<file path="config.mk">
export PLATFORM = sky130hd
export DESIGN_NAME = speed_autodetect
export DESIGN_NICKNAME = d
export VERILOG_FILES = /design/src/rtl/speed_det_pkg.sv /design/src/rtl/lrck_edge_sync.sv /design/src/rtl/period_meter.sv /design/src/rtl/ratio_classifier.sv /design/src/rtl/lock_tracker.sv /design/src/rtl/speed_autodetect.sv
export SDC_FILE = /design/constraint.sdc
export NUM_CORES = 1
export LEC_CHECK = 0
export BUFFER_PORTS_ARGS = -buffer_cell sky130_fd_sc_hd__buf_2
export CAP_MARGIN = 20
export CORE_ASPECT_RATIO = 1.4
export CORE_MARGIN = 2
export CORE_UTILIZATION = 30
export DETAILED_ROUTE_END_ITERATION = 10
export PLACE_DENSITY_LB_ADDON = 0.15
export SLEW_MARGIN = 20
export SYNTH_ARGS = -nofsm -noshare
export SYNTH_HDL_FRONTEND = slang
export SYNTH_HIERARCHICAL = 1
export SYNTH_SLANG_ARGS = --single-unit
</file>
<file path="constraint.sdc">
create_clock -name mclk -period 4 [get_ports mclk]
set_input_delay 0.2 -clock mclk [delete_from_list [all_inputs] [get_ports mclk]]
set_output_delay 0.2 -clock mclk [all_outputs]
set_load 0.05 [all_outputs]
</file>
<file path="src/rtl/speed_det_pkg.sv">
package speed_det_pkg;

   typedef enum logic [1:0] {
      SPD_SINGLE = 2'b00,
      SPD_DOUBLE = 2'b01,
      SPD_QUAD   = 2'b10
   } speed_e;

   typedef struct packed {
      logic   ok;
      speed_e speed;
      logic   div2;
   } rate_cls_t;

   localparam logic [1:0] FOLLOWER_PINS = 2'b11;
   localparam int         N_RATIOS      = 4;

endpackage

</file>
<file path="src/rtl/lrck_edge_sync.sv">
module lrck_edge_sync #(
   parameter int SYNC_STAGES = 2
) (
   input  logic clk,
   input  logic rst_n,
   input  logic lrck_async,
   output logic rise
);
   localparam int CHAIN = SYNC_STAGES + 1;

   generate
      if (SYNC_STAGES < 2) begin : g_bad_stages
         $error("lrck_edge_sync: SYNC_STAGES must be at least 2");
      end
   endgenerate

   logic [CHAIN-1:0] chain_q;

   always_ff @(posedge clk) begin
      if (!rst_n) chain_q <= '0;
      else        chain_q <= {chain_q[CHAIN-2:0], lrck_async};
   end

   assign rise = chain_q[CHAIN-2] & ~chain_q[CHAIN-1];


   rise_single_chk: assert property (@(posedge clk) disable iff (!rst_n)
      rise |=> !rise);

endmodule

</file>
<file path="src/rtl/period_meter.sv">
module period_meter #(
   parameter int CNT_W  = 11,
   parameter int TICK_W = 10
) (
   input  logic              clk,
   input  logic              rst_n,
   input  logic              run,
   input  logic              rise,
   input  logic              ref_tick,
   output logic              meas_valid,
   output logic [CNT_W-1:0]  period,
   output logic [TICK_W-1:0] ticks
);
   localparam logic [CNT_W-1:0]  CNT_MAX  = {CNT_W{1'b1}};
   localparam logic [TICK_W-1:0] TICK_MAX = {TICK_W{1'b1}};

   logic              started;
   logic [CNT_W-1:0]  cyc_cnt;
   logic [TICK_W-1:0] tick_cnt;

   always_ff @(posedge clk) begin
      if (!rst_n || !run) begin
         started    <= 1'b0;
         cyc_cnt    <= '0;
         tick_cnt   <= '0;
         meas_valid <= 1'b0;
         period     <= '0;
         ticks      <= '0;
      end else if (rise) begin
         started    <= 1'b1;
         meas_valid <= started;
         period     <= cyc_cnt;
         ticks      <= tick_cnt;
         cyc_cnt    <= CNT_W'(1);
         tick_cnt   <= TICK_W'(ref_tick);
      end else begin
         meas_valid <= 1'b0;
         if (cyc_cnt != CNT_MAX) cyc_cnt <= cyc_cnt + 1'b1;
         if (ref_tick && tick_cnt != TICK_MAX) tick_cnt <= tick_cnt + 1'b1;
      end
   end


   meas_pulse_chk: assert property (@(posedge clk) disable iff (!rst_n)
      meas_valid |=> !meas_valid);


   nonzero_period_chk: assert property (@(posedge clk) disable iff (!rst_n)
      meas_valid |-> (period != '0));

endmodule

</file>
<file path="src/rtl/ratio_classifier.sv">
module ratio_classifier
   import speed_det_pkg::*;
#(
   parameter int CNT_W      = 11,
   parameter int TICK_W     = 10,
   parameter int BASE_RATIO = 64,
   parameter int TOL        = 1,
   parameter int SPLIT_LO_T = 14,
   parameter int SPLIT_HI_T = 7,
   parameter int SLOW_T     = 500
) (
   input  logic [CNT_W-1:0]  period,
   input  logic [TICK_W-1:0] ticks,
   output rate_cls_t         cls
);
   localparam logic [TICK_W-1:0] LO_T   = TICK_W'(SPLIT_LO_T);
   localparam logic [TICK_W-1:0] HI_T   = TICK_W'(SPLIT_HI_T);
   localparam logic [TICK_W-1:0] SLOW_L = TICK_W'(SLOW_T);

   generate
      if (2 * TOL >= BASE_RATIO) begin : g_bad_tol
         $error("ratio_classifier: TOL too wide for BASE_RATIO");
      end
      if (SPLIT_HI_T >= SPLIT_LO_T) begin : g_bad_split
         $error("ratio_classifier: split thresholds out of order");
      end
   endgenerate

   // hit[0]=x1 base, hit[1]=x2, hit[2]=x4, hit[3]=x8
   logic [N_RATIOS-1:0] hit;

   generate
      for (genvar g = 0; g < N_RATIOS; g++) begin : g_ratio
         localparam logic [CNT_W-1:0] LOW_B  = CNT_W'((BASE_RATIO << g) - TOL);
         localparam logic [CNT_W-1:0] HIGH_B = CNT_W'((BASE_RATIO << g) + TOL);
         assign hit[g] = (period >= LOW_B) && (period <= HIGH_B);
      end
   endgenerate

   logic fast_lo, fast_hi, too_slow;
   assign fast_lo  = (ticks <= LO_T);
   assign fast_hi  = (ticks <= HI_T);
   assign too_slow = (ticks > SLOW_L);

   always_comb begin
      cls = '{ok: 1'b0, speed: SPD_SINGLE, div2: 1'b0};
      if (!too_slow) begin
         if (hit[3]) begin
            cls = '{ok: !fast_lo, speed: SPD_SINGLE, div2: 1'b1};
         end else if (hit[2]) begin
            cls = fast_lo ? '{ok: 1'b1, speed: SPD_DOUBLE, div2: 1'b1}
                          : '{ok: 1'b1, speed: SPD_SINGLE, div2: 1'b0};
         end else if (hit[1]) begin
            cls = fast_hi ? '{ok: 1'b1, speed: SPD_QUAD,   div2: 1'b1}
                          : '{ok: 1'b1, speed: SPD_DOUBLE, div2: 1'b0};
         end
      end
   end

endmodule

</file>
<file path="src/rtl/lock_tracker.sv">
module lock_tracker
   import speed_det_pkg::*;
#(
   parameter int CNT_W = 11,
   parameter int TOL   = 1
) (
   input  logic             clk,
   input  logic             rst_n,
   input  logic             active,
   input  logic             meas_valid,
   input  logic [CNT_W-1:0] period,
   input  rate_cls_t        cls,
   output logic [1:0]       speed,
   output logic             prescale_div2,
   output logic             locked,
   output logic             unsupported
);
   localparam logic [CNT_W-1:0] TOL_C = CNT_W'(TOL);

   logic             prev_ok;
   logic [CNT_W-1:0] prev_period;
   rate_cls_t        prev_cls;
   logic [CNT_W-1:0] gap;
   logic             agree;

   assign gap   = (period >= prev_period) ? (period - prev_period)
                                          : (prev_period - period);
   assign agree = prev_ok && (gap <= TOL_C) && (cls == prev_cls);

   always_ff @(posedge clk) begin
      if (!rst_n) begin
         prev_ok       <= 1'b0;
         prev_period   <= '0;
         prev_cls      <= '0;
         speed         <= SPD_SINGLE;
         prescale_div2 <= 1'b0;
         locked        <= 1'b0;
         unsupported   <= 1'b0;
      end else if (!active) begin
         prev_ok     <= 1'b0;
         locked      <= 1'b0;
         unsupported <= 1'b0;
      end else if (meas_valid) begin
         if (!cls.ok) begin
            prev_ok     <= 1'b0;
            locked      <= 1'b0;
            unsupported <= 1'b1;
         end else begin
            unsupported <= 1'b0;
            prev_ok     <= 1'b1;
            prev_period <= period;
            prev_cls    <= cls;
            locked      <= agree;
            if (agree) begin
               speed         <= cls.speed;
               prescale_div2 <= cls.div2;
            end
         end
      end
   end


   lock_err_excl_chk: assert property (@(posedge clk) disable iff (!rst_n)
      !(locked && unsupported));


   lock_on_meas_chk: assert property (@(posedge clk) disable iff (!rst_n)
      $rose(locked) |-> $past(meas_valid));


   legal_speed_chk: assert property (@(posedge clk) disable iff (!rst_n)
      locked |-> (speed != 2'b11));


   idle_quiet_chk: assert property (@(posedge clk) disable iff (!rst_n)
      !active |=> (!locked && !unsupported));

endmodule

</file>
<file path="src/rtl/speed_autodetect.sv">
module speed_autodetect
   import speed_det_pkg::*;
#(
   parameter int SYNC_STAGES  = 2,
   parameter int BASE_RATIO   = 64,
   parameter int TOL          = 1,
   parameter int REF_KHZ      = 1000,
   parameter int MIN_KHZ      = 2,
   parameter int SPLIT_LO_KHZ = 68,
   parameter int SPLIT_HI_KHZ = 136
) (
   input  logic       mclk,
   input  logic       rst_n,
   input  logic [1:0] mode_pins,
   input  logic       lrck_in,
   input  logic       ref_tick,
   output logic [1:0] speed,
   output logic       prescale_div2,
   output logic       locked,
   output logic       unsupported
);
   localparam int MAX_RATIO  = BASE_RATIO << (N_RATIOS - 1);
   localparam int SPLIT_LO_T = REF_KHZ / SPLIT_LO_KHZ;
   localparam int SPLIT_HI_T = REF_KHZ / SPLIT_HI_KHZ;
   localparam int SLOW_T     = REF_KHZ / MIN_KHZ;
   localparam int CNT_W      = $clog2(MAX_RATIO + TOL + 1) + 1;
   localparam int TICK_W     = $clog2(SLOW_T + 2) + 1;

   generate
      if (SPLIT_HI_KHZ <= SPLIT_LO_KHZ || MIN_KHZ <= 0) begin : g_bad_rates
         $error("speed_autodetect: rate parameters inconsistent");
      end
   endgenerate

   logic             active;
   logic             rise;
   logic             meas_valid;
   logic [CNT_W-1:0] period;
   logic [TICK_W-1:0] ticks;
   rate_cls_t        cls;

   assign active = (mode_pins == FOLLOWER_PINS);

   lrck_edge_sync #(.SYNC_STAGES(SYNC_STAGES)) u_sync (
      .clk(mclk), .rst_n(rst_n), .lrck_async(lrck_in), .rise(rise));

   period_meter #(.CNT_W(CNT_W), .TICK_W(TICK_W)) u_meter (
      .clk(mclk), .rst_n(rst_n), .run(active), .rise(rise),
      .ref_tick(ref_tick), .meas_valid(meas_valid),
      .period(period), .ticks(ticks));

   ratio_classifier #(
      .CNT_W(CNT_W), .TICK_W(TICK_W), .BASE_RATIO(BASE_RATIO), .TOL(TOL),
      .SPLIT_LO_T(SPLIT_LO_T), .SPLIT_HI_T(SPLIT_HI_T), .SLOW_T(SLOW_T)
   ) u_class (
      .period(period), .ticks(ticks), .cls(cls));

   lock_tracker #(.CNT_W(CNT_W), .TOL(TOL)) u_lock (
      .clk(mclk), .rst_n(rst_n), .active(active), .meas_valid(meas_valid),
      .period(period), .cls(cls), .speed(speed),
      .prescale_div2(prescale_div2), .locked(locked),
      .unsupported(unsupported));

endmodule

</file>
=== Yosys cells after proc, flatten, opt, wreduce, memory -nomap -nowiden ===
Cells that the tools add are included.

* Add/sub/neg operators: 4
* Magnitude comparators: 11
* Equal/unequal tests: 4
* Muxes and demuxes: 14
* Bitwise operators: 3
* Reduce and logical (&&, ||, !) cells: 17

{| class="wikitable"
|+ Operators with widths
! cell !! count
|-
| 11-bit subtractor || 2
|-
| 4-bit 2-to-1 mux || 4
|-
| 11-bit by 1-bit adder with 11-bit output, second input constant || 1
|-
| 11-bit >= comparator || 1
|-
| 11-bit by 7-bit >= comparator with 1-bit output, second input constant || 1
|-
| 11-bit by 8-bit >= comparator with 1-bit output, second input constant || 1
|-
| 11-bit by 9-bit >= comparator with 1-bit output, second input constant || 1
|-
| 11-bit by 1-bit less-or-equal comparator with 1-bit output, second input constant || 1
|-
| 11-bit by 10-bit less-or-equal comparator with 1-bit output, second input constant || 1
|-
| 11-bit by 8-bit less-or-equal comparator with 1-bit output, second input constant || 1
|-
| 11-bit by 9-bit less-or-equal comparator with 1-bit output, second input constant || 1
|-
| 11-bit 2-to-1 mux || 1
|-
| 11-bit != test, second input constant || 1
|-
| 10-bit by 1-bit adder with 10-bit output, second input constant || 1
|-
| 10-bit by 9-bit > comparator with 1-bit output, second input constant || 1
|-
| 10-bit by 3-bit less-or-equal comparator with 1-bit output, second input constant || 1
|-
| 10-bit by 4-bit less-or-equal comparator with 1-bit output, second input constant || 1
|-
| 10-bit != test, second input constant || 1
|-
| 1-bit 2-to-1 mux || 7
|-
| 1-bit logical AND || 6
|-
| 4-bit == test || 1
|-
| 4-bit AND reduction || 1
|-
| 2-bit nonzero test || 2
|-
| 2-bit OR reduction || 2
|-
| other kinds (9) || 12
|}

* Flip-flop bits (word level): 68
* Output and inout bits: 5

=== Logic depth before layout (Yosys ltp) ===
* Depth after elaboration: 9
* Gate-level depth with buffers: 12
* Mapped depth without buffers: 12

=== Hierarchy ===
The synthesis kept the hierarchy.

{| class="wikitable"
|+ Modules (own cells, without submodules)
! module !! times used !! cells each !! area an instance (µm²) !! seq. area each (µm²)
|-
| lock_tracker || 1 || 264 || 1,933.1 || 420.4
|-
| period_meter || 1 || 187 || 1,815.5 || 880.8
|-
| ratio_classifier || 1 || 36 || 257.7 || 0.0
|-
| lrck_edge_sync || 1 || 7 || 92.6 || 60.1
|-
| speed_autodetect || 1 || 1 || 6.3 || 0.0
|}

=== Least setup slack after synthesis ===
No wires, ideal clock.

* Kind: reg2reg
* From: register u_meter.period[6]
* To: register u_lock.prescale_div2
* Setup time: 0.132 ns
* Arrival time: 3.531 ns
* Data required time: 3.868 ns
* Path slack: 0.337 ns
* Stages on the path, launching flop included: 12
* Path through: dfxtp_1 > or4_4 > and4bb_1 > o211ai_1 > a211oi_1 > xor2_1 > or4_4 > or4_1 > a2111o_1 > o22a_1 > o31ai_1 > a21oi_1

{| class="wikitable"
|+ RTL lines
! element !! RTL line !! text
|-
| from (decl) || period_meter.sv:11 || <nowiki>output logic [CNT_W-1:0] period,</nowiki>
|-
| from (signal assigned) || period_meter.sv:32 || <nowiki>period <= cyc_cnt;</nowiki>
|-
| to (signal assigned) || lock_tracker.sv:56 || <nowiki>prescale_div2 <= cls.div2;</nowiki>
|-
| to (decl) || lock_tracker.sv:14 || <nowiki>output logic prescale_div2,</nowiki>
|}

==> flow_summary.toml <==
[run_status]
status = "complete, no violations"

[power]
p_comb_share_pct = 2.0
clkPwrFrac_pct = 52.2
ir_drop_mv = 0.2094
p_int_mw = 1.169
p_leak_nw = 1.747
pwr-share-seq_pct = 45.8
p_sw_share_pct = 21.40
p_switching_uw = 318.3
powerDensity_nw_per_um2 = 314.1

[clock_network]
cts_setup_buffers = 0
path_clk_slew_ns = 0.06
clock-root-buffer = "clkbuf_16"
clock_sinks = 68
numCtsBuffers = 9
h-tree-depth = 3
cts_tree = "yes"
clockBufferDepth = 2
worstSkewPairLatency_ns = 0.33

[critical_path]
critPathRequiredTime_ns = 4.21
r2r_start = "u_meter/period[6]"
path_class = "register to register"
crit_arrival_ns = 4.00
endpoint_kind = "register"
cp-start-kind = "register"
r2r_cells = 12
critical_path.max_fanout = 3
rr_endpoint = "u_lock/speed[0]"
reg2reg_slack_ns = 0.20

[hold_path]
holdCritPathClass = "primary input to register"
hold-path-endpoint = "u_sync/chain_q[0]"
hp-start = "lrck_in"
hold_depth = 2

[global_route]
grt_remaining_overflow = 0
antenna_found_initial = 0
grt_usage_pct = 15.27
grt_max_degree = 27
grt_pass1_wl_um = 17010
grt_pass1_vias = 3304

[synthesis]
postSynthAreaPerCell_um2 = 8.293
netlist_area_um2 = 4105
synth_edf_count = 0
seq_area_frac_synth_pct = 33.16
synthArstFlopShare_pct = 0
ys_ff_latch = 68
yosys_most_used_dff = "dfxtp_1"
syn_nets = 526
synthDistinctLibCells = 69
syn_inst = 495
synth_warnings = 6

[routing]
wl_per_cell_um = 15.41
via_per_inst = 5.128
drt_pass1_iterations = 4
drc = 0
drtIter0Drc = 134
dr_total_vias = 3579
wl_um = 10750
antenna_left = 0

[placement]
io_buffers = 10
gp_congestion = 0.8920
dp.cells = 682
dp_hpwl_um = 8229

[sta]
finalHoldViolations = 0
slew_headroom_pct = 52.94
tightest_slew_ns = 0.7039
min_period_over_period_pct = 94.96
rsz0062_at_grt = "false"
finClkSkew_ns = 0.008357
max_freq_mhz = 263.3
slew_viol_final = 0
fin_setup_tns_ns = 0
fin_crit_ns = 3.798
setup_viol = 0

[layout]
drive_gt1_share_pct = 12.21
final_cells = 698
diodes = 0
nets = 542
final_cell_mix = "dfxtp_1 (65), nor2_1 (52), nand2_1 (51), a21oi_1 (39), inv_1 (35)"
mostFrequentLayoutCell = "dfxtp_1"
syn_to_final_growth_pct = 15.33

[floorplan]
fp.dieH_um = 142.4
initial_core_util_pct = 30.66
core_area_um2 = 13390
io_pins = 11
dieArea_um2 = 14650
rows = 50
die_x_um = 102.9

[flow_run]
maxCapViolCount = 0
## metal layers
metal,share of wire [%],vias to the layer above,global-route usage [%]
met5,0,-,0
met4,4.8,0,9.488
met3,2.2,31,2.701
met2,53,51,27.07
met1,40,1699,16.43
li1,-,1798,-
## power by group through the flow
stage	Sequential, mW	Clock (mW)	Combinational, mW
4_1_cts	0.682	0.801	0.0304
2_1_floorplan	0.696	0	0.0202
5_1_grt	0.682	0.828	0.0329
3_3_place_gp	0.696	0	0.0300
3_5_place_dp	0.696	0	0.0303
6_report	0.682	0.776	0.0295
## sequential cells by signal, summed over array words and instances, names as in the netlist
signal,flops
u_meter/started,1
u_lock/prescale_div2,1
u_sync/chain_q,3
u_lock/prev_ok,1
u_meter/cyc_cnt,11
u_lock/prev_cls,4
u_lock/unsupported,1
u_lock/prev_period,11
u_lock/speed,2
u_meter/ticks,10
u_meter/period,11
u_lock/locked,1
u_meter/tick_cnt,10
u_meter/meas_valid,1
## Yosys cell counts, types with 4 or more instances
library cell | instances | area, um^2
a211oi_1 | 5 | 37.54
a21o_1 | 4 | 30.03
a21oi_1 | 39 | 195.2
a31oi_1 | 7 | 43.79
and2_1 | 8 | 50.05
and3_1 | 7 | 43.79
buf_2 | 7 | 35.03
clkbuf_1 | 10 | 37.54
dfxtp_1 | 68 | 1361
ha_1 | 23 | 287.8
inv_1 | 35 | 131.4
mux2i_1 | 26 | 260.3
nand2_1 | 51 | 191.4
nand2b_1 | 4 | 25.02
nand3_1 | 17 | 85.08
nand3b_1 | 4 | 30.03
nand4_1 | 9 | 56.30
nor2_1 | 52 | 195.2
nor3_1 | 10 | 50.05
o211ai_1 | 5 | 37.54
o21ai_0 | 17 | 85.08
o31ai_1 | 4 | 30.03
xnor2_1 | 14 | 122.6
xor2_1 | 7 | 61.31
## worst max path at each step
stage,from,endpoint,cells past startpoint
after global routing,u_meter/period[6],u_lock/speed[0],12
final,u_meter/period[6],u_lock/speed[0],12
after detailed placement,u_meter/period[6],u_lock/speed[1],12
after floorplan,u_meter/period[6],u_lock/prescale_div2,11
after CTS,u_meter/period[6],u_lock/speed[1],12
after global placement,u_meter/period[6],u_lock/speed[0],11
## cell families after synthesis
| kind of cell | after synthesis | share of synthesized area, % |
|---|---|---|
| xor gates and xnor gates | 21 | 4.480 |
| muxes | 26 | 6.340 |
| and+or+nand+nor | 186 | 23.71 |
| buffers and inverters | 53 | 5.059 |
| AOI/OAI and AO/OA | 116 | 19.26 |
| DFF | 68 | 33.16 |
| adders and majority gates | 25 | 7.986 |
## stage by stage
step | power [mW] | worst slack [ns] | utilization (%) | hold slack [ns] | area [um^2]
after floorplan | 0.7160 | 0.3365 | - | 0.3217 | 4105
after global placement | 0.7263 | 0.2623 | 32.87 | 0.4026 | 4400
after detailed placement | 0.7267 | 0.1347 | 32.87 | 0.4040 | 4400
after CTS | 1.513 | 0.1068 | 35.05 | 0.04995 | 4692
after global routing | 1.543 | 0.03491 | 35.36 | 0.06649 | 4735
final | 1.487 | 0.2015 | 35.36 | 0.06157 | 4735
## cell type report
cell class,count,area [um^2]
fillers,1442,8653
clock inverters,7,66.31
clock buffers,9,225.2
flip-flops and latches,68,1365
inverters,36,135.1
repair buffers,22,140.1
multi-input cells,374,2575
well taps,182,227.7
## critical path, cell delays in order, from the launching register on
cell and delay (ns):
dfxtp_1 0.31, or4_4 0.58, and4bb_1 0.29, o21ai_0 0.12, a311oi_2 0.31, nand3_1 0.11, or4_4 0.53, a2111oi_2 0.22
o21ai_0 0.14, or4b_1 0.53, o22a_1 0.23, o31ai_1 0.21, a21oi_1 0.09
## what timing repair did
item,4_1_cts,5_1_grt
hold buffers,0,0
hold endpoints to repair,0,0
setup endpoints to repair,0,3
resized for setup,0,9
(Power assumes the default switching activity.)
